==> src/rtl/qpc_pkg.sv <==
package qpc_pkg;

  localparam int NUM_AXES = 2;
  localparam int AXIS_X   = 0;
  localparam int AXIS_Y   = 1;

  typedef enum logic [1:0] {
    STEP_HOLD = 2'd0,
    STEP_INC  = 2'd1,
    STEP_DEC  = 2'd2,
    STEP_SKIP = 2'd3
  } step_e;

  // cur/prv are {A,B}; forward when new A differs from old B
  function automatic step_e classify(input logic [1:0] cur, input logic [1:0] prv);
    logic [1:0] diff;
    diff = cur ^ prv;
    if (diff == 2'b00)      return STEP_HOLD;
    else if (diff == 2'b11) return STEP_SKIP;
    else if (cur[1] ^ prv[0]) return STEP_INC;
    else                    return STEP_DEC;
  endfunction

endpackage

==> src/rtl/qpc_sync.sv <==
module qpc_sync #(
  parameter int W      = 1,
  parameter int STAGES = 2
) (
  input  logic         clk,
  input  logic         rst_n,
  input  logic [W-1:0] d,
  output logic [W-1:0] q
);

  logic [STAGES-1:0][W-1:0] stage_q;

  always_ff @(posedge clk or negedge rst_n) begin
    if (!rst_n) begin
      stage_q <= '0;
    end else begin
      stage_q[0] <= d;
      for (int i = 1; i < STAGES; i++) begin
        stage_q[i] <= stage_q[i-1];
      end
    end
  end

  assign q = stage_q[STAGES-1];

endmodule

==> src/rtl/qpc_axis.sv <==
module qpc_axis
  import qpc_pkg::*;
#(
  parameter int CNT_W = 12
) (
  input  logic             clk,
  input  logic             rst_n,
  input  logic [1:0]       ab,
  input  logic             clr,
  output logic [CNT_W-1:0] cnt,
  output logic             moved
);

  localparam logic [CNT_W-1:0] ONE = CNT_W'(1);

  logic [1:0]       prev_q;
  logic [CNT_W-1:0] cnt_q;
  logic [CNT_W-1:0] cnt_d;
  logic             cnt_en;
  step_e            step;

  always_comb begin
    step   = classify(ab, prev_q);
    cnt_d  = cnt_q;
    cnt_en = 1'b0;
    if (clr) begin
      cnt_d  = '0;
      cnt_en = 1'b1;
    end else if (step == STEP_INC) begin
      cnt_d  = cnt_q + ONE;
      cnt_en = 1'b1;
    end else if (step == STEP_DEC) begin
      cnt_d  = cnt_q - ONE;
      cnt_en = 1'b1;
    end
  end

  always_ff @(posedge clk or negedge rst_n) begin
    if (!rst_n) begin
      prev_q <= 2'b00;
    end else begin
      prev_q <= ab;
    end
  end

  always_ff @(posedge clk or negedge rst_n) begin
    if (!rst_n) begin
      cnt_q <= '0;
    end else if (cnt_en) begin
      cnt_q <= cnt_d;
    end
  end

  assign cnt   = cnt_q;
  assign moved = !clr && ((step == STEP_INC) || (step == STEP_DEC));

endmodule

==> src/rtl/qpc_readout.sv <==
module qpc_readout
  import qpc_pkg::*;
#(
  parameter int CNT_W  = 12,
  parameter int DATA_W = 8,
  parameter int KEY_N  = 3
) (
  input  logic                              clk,
  input  logic                              rst_n,
  input  logic [NUM_AXES-1:0][CNT_W-1:0]    cnt,
  input  logic [NUM_AXES-1:0]               moved,
  input  logic [KEY_N-1:0]                  keys,
  input  logic                              cs,
  input  logic                              sel_y,
  input  logic                              sel_hi,
  input  logic                              rd,
  output logic [DATA_W-1:0]                 dout,
  output logic                              dout_oe,
  output logic                              cnt_flag
);

  localparam int HI_W  = CNT_W - DATA_W;
  localparam int PAD_W = DATA_W - HI_W - KEY_N;

  logic [NUM_AXES-1:0][HI_W-1:0] hold_q;
  logic [NUM_AXES-1:0][HI_W-1:0] hold_d;
  logic [NUM_AXES-1:0]           hold_en;
  logic [NUM_AXES-1:0]           pend_q;
  logic [NUM_AXES-1:0]           pend_d;

  for (genvar a = 0; a < NUM_AXES; a++) begin : g_axis
    logic hit;
    logic lo_strobe;
    logic hi_strobe;

    assign hit       = cs && rd && (sel_y == a[0]);
    assign lo_strobe = hit && !sel_hi;
    assign hi_strobe = hit && sel_hi;

    always_comb begin
      hold_en[a] = lo_strobe;
      hold_d[a]  = cnt[a][CNT_W-1:DATA_W];
      if (moved[a])       pend_d[a] = 1'b1;
      else if (hi_strobe) pend_d[a] = 1'b0;
      else                pend_d[a] = pend_q[a];
    end

    always_ff @(posedge clk or negedge rst_n) begin
      if (!rst_n) begin
        hold_q[a] <= '0;
      end else if (hold_en[a]) begin
        hold_q[a] <= hold_d[a];
      end
    end

    always_ff @(posedge clk or negedge rst_n) begin
      if (!rst_n) begin
        pend_q[a] <= 1'b0;
      end else begin
        pend_q[a] <= pend_d[a];
      end
    end
  end

  always_comb begin
    if (!cs) begin
      dout = '0;
    end else if (!sel_hi) begin
      dout = cnt[sel_y][DATA_W-1:0];
    end else begin
      dout = {{PAD_W{1'b0}}, keys, hold_q[sel_y]};
    end
  end

  assign dout_oe  = cs;
  assign cnt_flag = |pend_q;

endmodule

==> src/rtl/quad_pos_counter.sv <==
module quad_pos_counter
  import qpc_pkg::*;
#(
  parameter int CNT_W       = 12,
  parameter int DATA_W      = 8,
  parameter int KEY_N       = 3,
  parameter int SYNC_STAGES = 2
) (
  input  logic              clk,
  input  logic              rst_n,
  input  logic              x_a,
  input  logic              x_b,
  input  logic              y_a,
  input  logic              y_b,
  input  logic [KEY_N-1:0]  keys,
  input  logic              clr_x,
  input  logic              clr_y,
  input  logic              cs,
  input  logic              sel_y,
  input  logic              sel_hi,
  input  logic              rd,
  output logic [DATA_W-1:0] dout,
  output logic              dout_oe,
  output logic              cnt_flag,
  output logic              sw_flag
);

  localparam int PH_W   = 2 * NUM_AXES;
  localparam int SYNC_W = PH_W + KEY_N;

  // reset: asserted at once, released after two clock edges
  logic [1:0] rst_pipe_q;
  logic       rst_ni;

  always_ff @(posedge clk or negedge rst_n) begin
    if (!rst_n) begin
      rst_pipe_q <= 2'b00;
    end else begin
      rst_pipe_q <= {rst_pipe_q[0], 1'b1};
    end
  end

  assign rst_ni = rst_pipe_q[1];

  logic [SYNC_W-1:0] sync_d;
  logic [SYNC_W-1:0] sync_q;

  assign sync_d = {keys, y_a, y_b, x_a, x_b};

  qpc_sync #(
    .W      (SYNC_W),
    .STAGES (SYNC_STAGES)
  ) u_sync (
    .clk   (clk),
    .rst_n (rst_ni),
    .d     (sync_d),
    .q     (sync_q)
  );

  logic [NUM_AXES-1:0][1:0]       ab_s;
  logic [NUM_AXES-1:0]            clr_vec;
  logic [NUM_AXES-1:0][CNT_W-1:0] cnt_w;
  logic [NUM_AXES-1:0]            moved_w;
  logic [KEY_N-1:0]               keys_s;

  assign clr_vec = {clr_y, clr_x};
  assign keys_s  = sync_q[PH_W +: KEY_N];

  for (genvar a = 0; a < NUM_AXES; a++) begin : g_axes
    assign ab_s[a] = sync_q[2*a +: 2];

    qpc_axis #(
      .CNT_W (CNT_W)
    ) u_axis (
      .clk   (clk),
      .rst_n (rst_ni),
      .ab    (ab_s[a]),
      .clr   (clr_vec[a]),
      .cnt   (cnt_w[a]),
      .moved (moved_w[a])
    );
  end

  logic [CNT_W-1:0] cnt_x_w;
  logic [CNT_W-1:0] cnt_y_w;
  assign cnt_x_w = cnt_w[AXIS_X];
  assign cnt_y_w = cnt_w[AXIS_Y];

  qpc_readout #(
    .CNT_W  (CNT_W),
    .DATA_W (DATA_W),
    .KEY_N  (KEY_N)
  ) u_readout (
    .clk      (clk),
    .rst_n    (rst_ni),
    .cnt      (cnt_w),
    .moved    (moved_w),
    .keys     (keys_s),
    .cs       (cs),
    .sel_y    (sel_y),
    .sel_hi   (sel_hi),
    .rd       (rd),
    .dout     (dout),
    .dout_oe  (dout_oe),
    .cnt_flag (cnt_flag)
  );

  assign sw_flag = |keys_s;

endmodule

==> config.mk <==
export PLATFORM = sky130hd
export DESIGN_NAME = quad_pos_counter
export DESIGN_NICKNAME = d
export VERILOG_FILES = /design/src/rtl/qpc_pkg.sv /design/src/rtl/qpc_sync.sv /design/src/rtl/qpc_axis.sv /design/src/rtl/qpc_readout.sv /design/src/rtl/quad_pos_counter.sv
export SDC_FILE = /design/constraint.sdc
export NUM_CORES = 1
export LEC_CHECK = 0
export BUFFER_PORTS_ARGS = -buffer_cell sky130_fd_sc_hd__buf_2
export CAP_MARGIN = 10
export CELL_PAD_IN_SITES_DETAIL_PLACEMENT = 1
export CELL_PAD_IN_SITES_GLOBAL_PLACEMENT = 1
export CORE_MARGIN = 2
export CORE_UTILIZATION = 40
export DETAILED_ROUTE_END_ITERATION = 8
export PLACE_DENSITY_LB_ADDON = 0.1
export SLEW_MARGIN = 0
export SYNTH_ARGS = -nofsm -noshare
export SYNTH_HDL_FRONTEND = slang
export SYNTH_SLANG_ARGS = --single-unit
==> constraint.sdc <==
create_clock -name clk -period 1.64 [get_ports clk]
set_clock_uncertainty 0.1 [all_clocks]
set_input_delay 0.328 -clock clk [delete_from_list [all_inputs] [get_ports clk]]
set_output_delay 0.328 -clock clk [all_outputs]
set_load 0.05 [all_outputs]
# Word level (Yosys, flattened, before mapping)

Cells that the tools add are included.

Register bits after elaboration: 54
Input bits: 15
Output and inout bits: 11
Word-level logic and storage cells: 79

Add/sub/neg operators: 4
$lt $le $gt $ge: 1
Equality and inequality tests: 6
Mux-type cells: 28
Bitwise operators: 5
Reduce and logical (&&, ||, !) cells: 24

Operators with widths:

| operator                | number |
|---|---|
| $mux W12                | 6 |
| $mux W8                 | 4 |
| $add A12 B1 Y12 const B | 2 |
| $sub A12 B1 Y12 const B | 2 |
| $mux W2                 | 6 |
| $mux W1                 | 10 |
| $logic_and A1 B1 Y1     | 9 |
| $eq A2 B2 Y1 const B    | 4 |
| $mux W4                 | 2 |
| $reduce_bool A3 Y1      | 2 |
| $eq A2 B1 Y1 const B    | 2 |
| $logic_not A2 Y1        | 2 |
| $reduce_and A2 Y1       | 2 |
| $reduce_bool A2 Y1      | 2 |
| $xor A2 B2 Y2           | 2 |
| $logic_not A1 Y1        | 3 |
| $reduce_or A3 Y1        | 1 |
| $logic_or A1 B1 Y1      | 2 |
| $lt A1 B2 Y1 const B    | 1 |
| $reduce_or A2 Y1        | 1 |
| $xor A1 B1 Y1           | 2 |
| $not A1 Y1              | 1 |

# Longest topological paths before layout

Gate-level depths: netlist of the first run.

Depth in word-level cells: 9
Gate-level depth with buffers: 13
Gate-level depth less buffers: 12

# Modules after synthesis

A second synthesis of the first run with hierarchy kept.

Cell total of the unflattened synthesis: 361
Area total of the unflattened synthesis: 3523.4 sq um

By module, submodules not included:

| module                      | times used | cells each | area each (sq um) | seq. area each (sq um) |
|---|---|---|---|---|
| qpc_axis (g_axes[0].u_axis) | 1          | 141        | 1207.4            | 350.3 |
| qpc_axis (g_axes[1].u_axis) | 1          | 140        | 1201.2            | 350.3 |
| qpc_readout                 | 1          | 55         | 651.9             | 250.2 |
| qpc_sync                    | 1          | 21         | 402.9             | 350.3 |
| quad_pos_counter            | 1          | 4          | 60.1              | 50.0 |

# Worst setup path before layout of the first run

OpenSTA, ideal clock, no wires.

Path kind: reg2reg
Start point: reg g_axes[0].u_axis.prev_q[1]
End point: reg g_axes[0].u_axis.cnt_q[6]
Library setup time: 0.069 ns
Arrival: 2.704 ns
Required time: 1.471 ns
Setup slack: -1.233 ns
Cell stages (with the launch flop): 13
Buffers on the path: 0
Path through: dfrtp_1 -> nand2b_1 -> nand3_1 -> o21a_1 -> inv_1 -> ha_1 -> inv_1 -> ha_1 -> nor2b_4 -> o31a_1 -> o21a_4 -> or4_1 -> nand3_1

Word-level cells in the longest chain between the ends: 9

RTL lines:

| what                        | line           | source |
|---|---|---|
| start, declared             | qpc_axis.sv:16 | `logic [1:0] prev_q;` |
| start signal, assigned      | qpc_axis.sv:40 | `prev_q <= 2'b00;` |
| start signal, assigned      | qpc_axis.sv:42 | `prev_q <= ab;` |
| $xor A2 B2 Y2 (*)           | qpc_pkg.sv:17  | `diff = cur ^ prv;` |
| $eq A2 B2 Y1                | qpc_pkg.sv:19  | `else if (diff == 2'b11) return STEP_SKIP;` |
| $mux W2                     | qpc_pkg.sv:19  |  |
| $mux W2 (*)                 | qpc_pkg.sv:18  | `if (diff == 2'b00) return STEP_HOLD;` |
| $eq A2 B2 Y1                | qpc_axis.sv:32 | `end else if (step == STEP_DEC) begin` |
| $mux W1                     | qpc_axis.sv:32 |  |
| $mux W1                     | qpc_axis.sv:29 | `end else if (step == STEP_INC) begin` |
| $mux W1                     | qpc_axis.sv:26 | `if (clr) begin` |
| $reduce_and A2 Y1 (no line) | --             |  |
| end signal, assigned        | qpc_axis.sv:50 | `cnt_q <= cnt_d;` |
| end, declared               | qpc_axis.sv:17 | `logic [CNT_W-1:0] cnt_q;` |

Mark *: on every way between the ends. The rest lies on a longest branch, timed or not.
A chain may end at the register's enable or synchronous reset.

# Worst setup path in the final report of the first run

Same ends and word-level chain as after synthesis.

==> metrics.cfg, run 1 <==
[placed_design]
port_buffers=25
place_congestion=0.8623
pre_cts_ws_ps=-1095
dp_hpwl_mm=8.848

[floorplanning]
dieArea_mm2=0.009269
ios=26
die_w_um=96.28
fp.dieH_um=96.28
core_mm2=0.008217
start_util_pct=41.45
rows=33

[critical_path]
cp_data_required_time_ps=1750
path_class=flop to flop
arrival_ps=3050
r2r-start=g_axes[0].u_axis.prev_q[1]
end_kind=flop
cp_max_fo=6
cp-start-kind=flop
crit_start=g_axes[0].u_axis.prev_q[1]

[drt]
drc_errors=0
wl_mm=16.64
drtIter0Drc=303
post_drt_wl_per_cell_um=26.96
drtPass1Iterations=5
ant_nets=0
vias=3907
post_drt_via_cell_ratio=6.332

[grt]
overflow=0
antenna_found_initial=0
grt_first_pass_wirelength_mm=20.80
grt_max_degree=41
grt_usage_pct=30.12
grt_pass1_vias=3864

[synth]
synth-main-ff-cell=dfrtp_1
synth_nets=389
async_flop_share_pct=100.0
synth_edf_count=0
synth_cell_types=52
ys_seq_area_share_pct=39.68
ys_warn_count=0
synth.ff_latch_count=54
synth_top_area_cell=dfrtp_1
avgSynthCellArea_um2=9.787
synthTopCellsByArea=dfrtp_1 (40%), ha_1 (8.8%), a21oi_1 (3.4%), mux2_2 (3.3%), nand3_1 (2.9%)
synth.top_cell.area_share_pct=39.68
synthesis.area_mm2=0.003406
postSynthCellCount=348

[power_and_ir_drop]
power.density_mw_per_mm2=1334
p_leak_nw=2.603
vdd.ir_drop.worst_uv=659.3

[cells_and_area]
diodes=0
syn2layout_area_growth_pct=69.69
final_util_pct=70.34
drive_above_1_share_pct=58.59
fillers=846
finalNetCount=552

[cts]
cts-root-buf=clkbuf_8
numCtsBuffers=5
htree_levels=2
clk-insertion-delay-late_ps=330
clock_path_buffers=2
cts_tree=done
path_clk_slew_ps=120
clock_sinks=54

[timing]
rsz0062_at_grt=yes
tightestPinTransition_ps=502.8
tns_ps=-28580
hold_violations=0
worst_slack_ps=-1300
drv_slew=0
setup_viol=36
finalCritPeriodShare_pct=179.3
whs_ps=9.886
relSlewSlack_pct=66.02
fmax_mhz=340.1
fin_crit_ps=2940

[job]
max-cap-violations=0

[hold_path]
min_from=y_a
min_path_type=primary input to flop

[status]
violations=negative setup slack
status=finished with violations

worst max-delay path, stage by stage, from the launching register on:
cell and delay [ps]:
dfrtp_2 470, nand2b_4 180, nand3_2 110, o21a_1 170, inv_2 80, ha_4 210
inv_8 60, ha_4 250, nor2b_4 130, o31a_1 310, o21a_4 240, buf_6 130
o21ai_0 250, nand3_1 140
per-stage QoR:
stage	cell area, µm²	cells	total power, mW
2_1_floorplan	3714	348	3.707
5_1_grt	5779	617	7.986
4_1_cts	5355	596	6.767
6_report	5779	617	7.707
3_5_place_dp	4652	564	5.134
3_3_place_gp	4652	564	4.973
routing by layer:
layer,GRT usage [%],up-vias,wire length (µm)
li1,-,1632,-
met1,39.60,2018,6447
met2,52.95,180,8381
met3,3.837,77,965
met4,6.310,0,841
met5,0,-,0
repair_timing:
action                                  CTS  global route
pin swaps                                37            40
gates resized for setup                  96            68
endpoints found under the setup margin   36            36
hold buffers                              1             1
hold endpoints to repair                  2             1
cloned                                    1             0
setup buffers                            23            23
cells by family after synthesis:
family	Yosys count	synth area share [%]
and+or+nand+nor	114	17.78
AOI/OAI and AO/OA	97	19.07
DFF	54	39.68
buffers and inverters	30	4.114
adders and majority gates	26	9.993
muxes	20	7.715
xor gates and xnor gates	6	1.543
other	1	0.1101
synthesized netlist by cell type (2+ instances only):
library cell and n:
or3_1 3, and3_1 4, mux2i_1 6, buf_2 3
or2_2 4, xnor2_1 4, and2_1 8, a21oi_1 23
clkbuf_1 7, or4_1 6, o21a_1 6, nand3_1 20
dfrtp_1 54, fa_1 2, ha_1 24, inv_1 15
nor4_1 4, mux2_2 10, a31oi_1 8, o211a_1 2
xor2_1 2, a21o_1 9, mux4_2 4, a2111o_1 2
o31a_1 3, nor2b_1 3, o2111ai_1 5, nand2_1 23
nor3_1 6, o211ai_1 9, buf_6 2, a211oi_1 6
nand4_1 8, nor2_1 18, o21ai_0 18
power breakdown:
group          internal (mW)  switching, mW  total [mW]
Combinational           2.44           2.42        4.87
Sequential              1.58          0.248        1.83
Clock                  0.466          0.550        1.02
Total                   4.49           3.22        7.71
sequential cells by signal (all words and copies together), names as in the netlist:
signal                flops
g_axes.u_axis.cnt        24
u_readout.hold_q          8
u_sync.q                  7
u_sync.stage_q            7
g_axes.u_axis.prev_q      4
rst_pipe_q                2
u_readout.pend_q          2
final timing paths:
kind,endpoint,slack (ps),cells after the start
hold reg to reg,g_axes[1].u_axis.cnt[4],70,0
hold / removal,u_sync.stage_q[3],10,1
setup / recovery,g_axes[0].u_axis.cnt[6],-1300,13
min in group asynchronous,g_axes[1].u_axis.cnt[4],70,0
max in group asynchronous,u_readout.hold_q[5],790,1
setup reg to reg,g_axes[0].u_axis.cnt[6],-1300,13
cell type report:
class / instances / area, µm² / share of cell area (%)
multi-input combinational: 264 / 2585 / 44.73
timing repair buffer: 170 / 1503 / 26.00
sequential: 54 / 1356 / 23.47
tap: 105 / 131.4 / 2.273
inverter: 15 / 78.83 / 1.364
clock buffer: 5 / 68.82 / 1.191
clock inverter: 3 / 47.55 / 0.8227
timing repair inverter: 1 / 8.758 / 0.1515
cells in the final DEF (no fill, tap or decap), types with 8 or more instances in the layout:
cell type   n
nand3_1    19
buf_4      98
nand2_1    19
mux2_2      9
o211ai_1    9
a21o_1      9
buf_6      45
nor2_1     10
dfrtp_1    50
a21oi_1    10
inv_1      10
and2_4      8
buf_2      15
nand4_1     8
ha_4       21
a21oi_2    12
No activity file was read; power rests on OpenSTA's default activity.
==> run 2, diff against run 1 <==
REMOVE_ABC_BUFFERS = 1   (was unset)
==> metrics.cfg, run 2 (synthesis results as in run 1) <==
[status]
status=finished with violations
violations=negative hold slack, negative setup slack

[cts]
clock_sinks=54
path_clk_slew_ps=110
clk-insertion-delay-late_ps=330
cts-root-buf=clkbuf_8
htree_levels=2
cts_tree=done
clock_path_buffers=2
numCtsBuffers=5

[power_and_ir_drop]
p_comb_share_pct=61.5
p_leak_nw=2.620
p_sw_share_pct=40.94
internal_power_mw=4.655
share_seq_of_total_power_pct=23.7
vdd.ir_drop.worst_uv=841.7
clockPowerShare_pct=14.8
netSwitchingPower_mw=3.226
power.density_mw_per_mm2=1362

[drt]
drtPass1Iterations=4
vias=3903
post_drt_via_cell_ratio=6.336
drtIter0Drc=224
ant_nets=0
wl_mm=17.49
drc_errors=0
post_drt_wl_per_cell_um=28.40

[floorplanning]
dieArea_mm2=0.009269
core_mm2=0.008217
die_w_um=96.28
start_util_pct=41.45
rows=33
fp.dieH_um=96.28
ios=26

[hold_path]
hold_path_depth=1
min_path_type=primary input to flop

[timing]
worst_slack_ps=-1393
whs_ps=-1.402
tightestPinTransition_ps=559.8
fin_crit_ps=3033
hold_violations=1
setup_viol=35
drv_slew=0
fmax_mhz=329.7
finalCritPeriodShare_pct=184.9
relSlewSlack_pct=62.34
tns_ps=-30110
rsz0062_at_grt=yes

[cells_and_area]
diodes=0
largest_reg_flops=24
drive_above_1_share_pct=57.73
finalNetCount=551
final_common_cell=buf_4
stdcell_count=616
syn2layout_area_growth_pct=69.95
final_cell_mix=buf_4 (95), dfrtp_1 (50), buf_6 (46)
finish.instance_area_mm2=0.005788

[placed_design]
dp_hpwl_mm=8.044
post_dp_cell_area_mm2=0.004323
place_inst=562
place_congestion=0.8828
port_buffers=25

[critical_path]
cp-start-kind=flop
path_class=flop to flop
arrival_ps=3120
rr_worst_depth=14
cp_data_required_time_ps=1730
reg2reg_setup_slack_ps=-1390
cp_max_fo=8
end_kind=flop

[grt]
grt_pass1_vias=3846
antenna_found_initial=1
grt_first_pass_wirelength_mm=21.02
grt_max_degree=37
overflow=0
grt_usage_pct=30.74

[job]
max-cap-violations=0

==> run 2: power by group through the flow <==
| stage | sequential (mW) | clock [mW] | combinational [mW] |
|---|---|---|---|
| global placement | 1.77 | 0 | 2.88 |
| detailed placement | 1.78 | 0 | 2.96 |
| floorplan | 1.76 | 0 | 1.56 |
| CTS | 1.79 | 1.13 | 3.86 |
| finish | 1.87 | 1.16 | 4.85 |
| global route | 1.88 | 1.23 | 5.05 |
==> run 2: critical path, cell delays in order (launching register included) <==
cell       delay (ps)
dfrtp_2           470
mux2i_2           170
o21a_1            220
inv_2             100
ha_4              190
inv_8              70
buf_6             150
ha_4              280
buf_6             150
nand2_1           130
nand2_1           100
nand4_1           200
buf_4             210
a31oi_2           170
o2111ai_1         170
==> run 2: path summary, 6_finish.rpt <==
path                                                   end                       start
worst max-delay path              g_axes[0].u_axis.cnt[11]  g_axes[0].u_axis.prev_q[1]
worst min-delay path                     u_sync.stage_q[3]                         y_a
worst max register to register    g_axes[0].u_axis.cnt[11]  g_axes[0].u_axis.prev_q[1]
worst min register to register                 u_sync.q[5]               rst_pipe_q[1]
max in group asynchronous       g_axes[0].u_axis.prev_q[1]               rst_pipe_q[1]
min in group asynchronous                      u_sync.q[5]               rst_pipe_q[1]
==> run 2: metrics by stage <==
stage / setup WS [ps] / util, % / hold slack, ps / power [mW]
6_report: -1393 / 70.44 / -1.402 / 7.881
5_1_grt: -1422 / 70.44 / -17.15 / 8.152
4_1_cts: -1070 / 65.13 / 5.893 / 6.779
3_5_place_dp: -1415 / 52.61 / 14.66 / 4.737
3_3_place_gp: -1360 / 52.61 / 12.94 / 4.644
2_1_floorplan: -1233 / - / -67.59 / 3.316
==> run 2: layer usage <==
metal	GRT usage, %	routed length (µm)	share of wire (%)	vias to the layer above
li1	-	-	-	1621
met1	39.51	7210	41	1990
met2	52.66	8183	47	221
met3	4.699	1248	7.1	69
met4	10.24	839	4.8	2
met5	0	11	0.063	-
==> run 2: repair_timing <==
item,in CTS,in global routing
hold buffers,1,2
pin swaps,52,34
endpoints found under the setup margin,35,36
setup buffers,25,27
gates cloned,1,0
endpoints found under the hold margin,2,2
gates resized for setup,161,71
==> run 2: final cells by class <==
cell class,count,area [µm²]
clock buffers,6,82.58
clock inverters,2,60.06
fillers,807,2429
inverters,15,71.32
multi-input cells,265,2595
flip-flops and latches,54,1356
well taps,105,131.4
repair buffers,169,1491
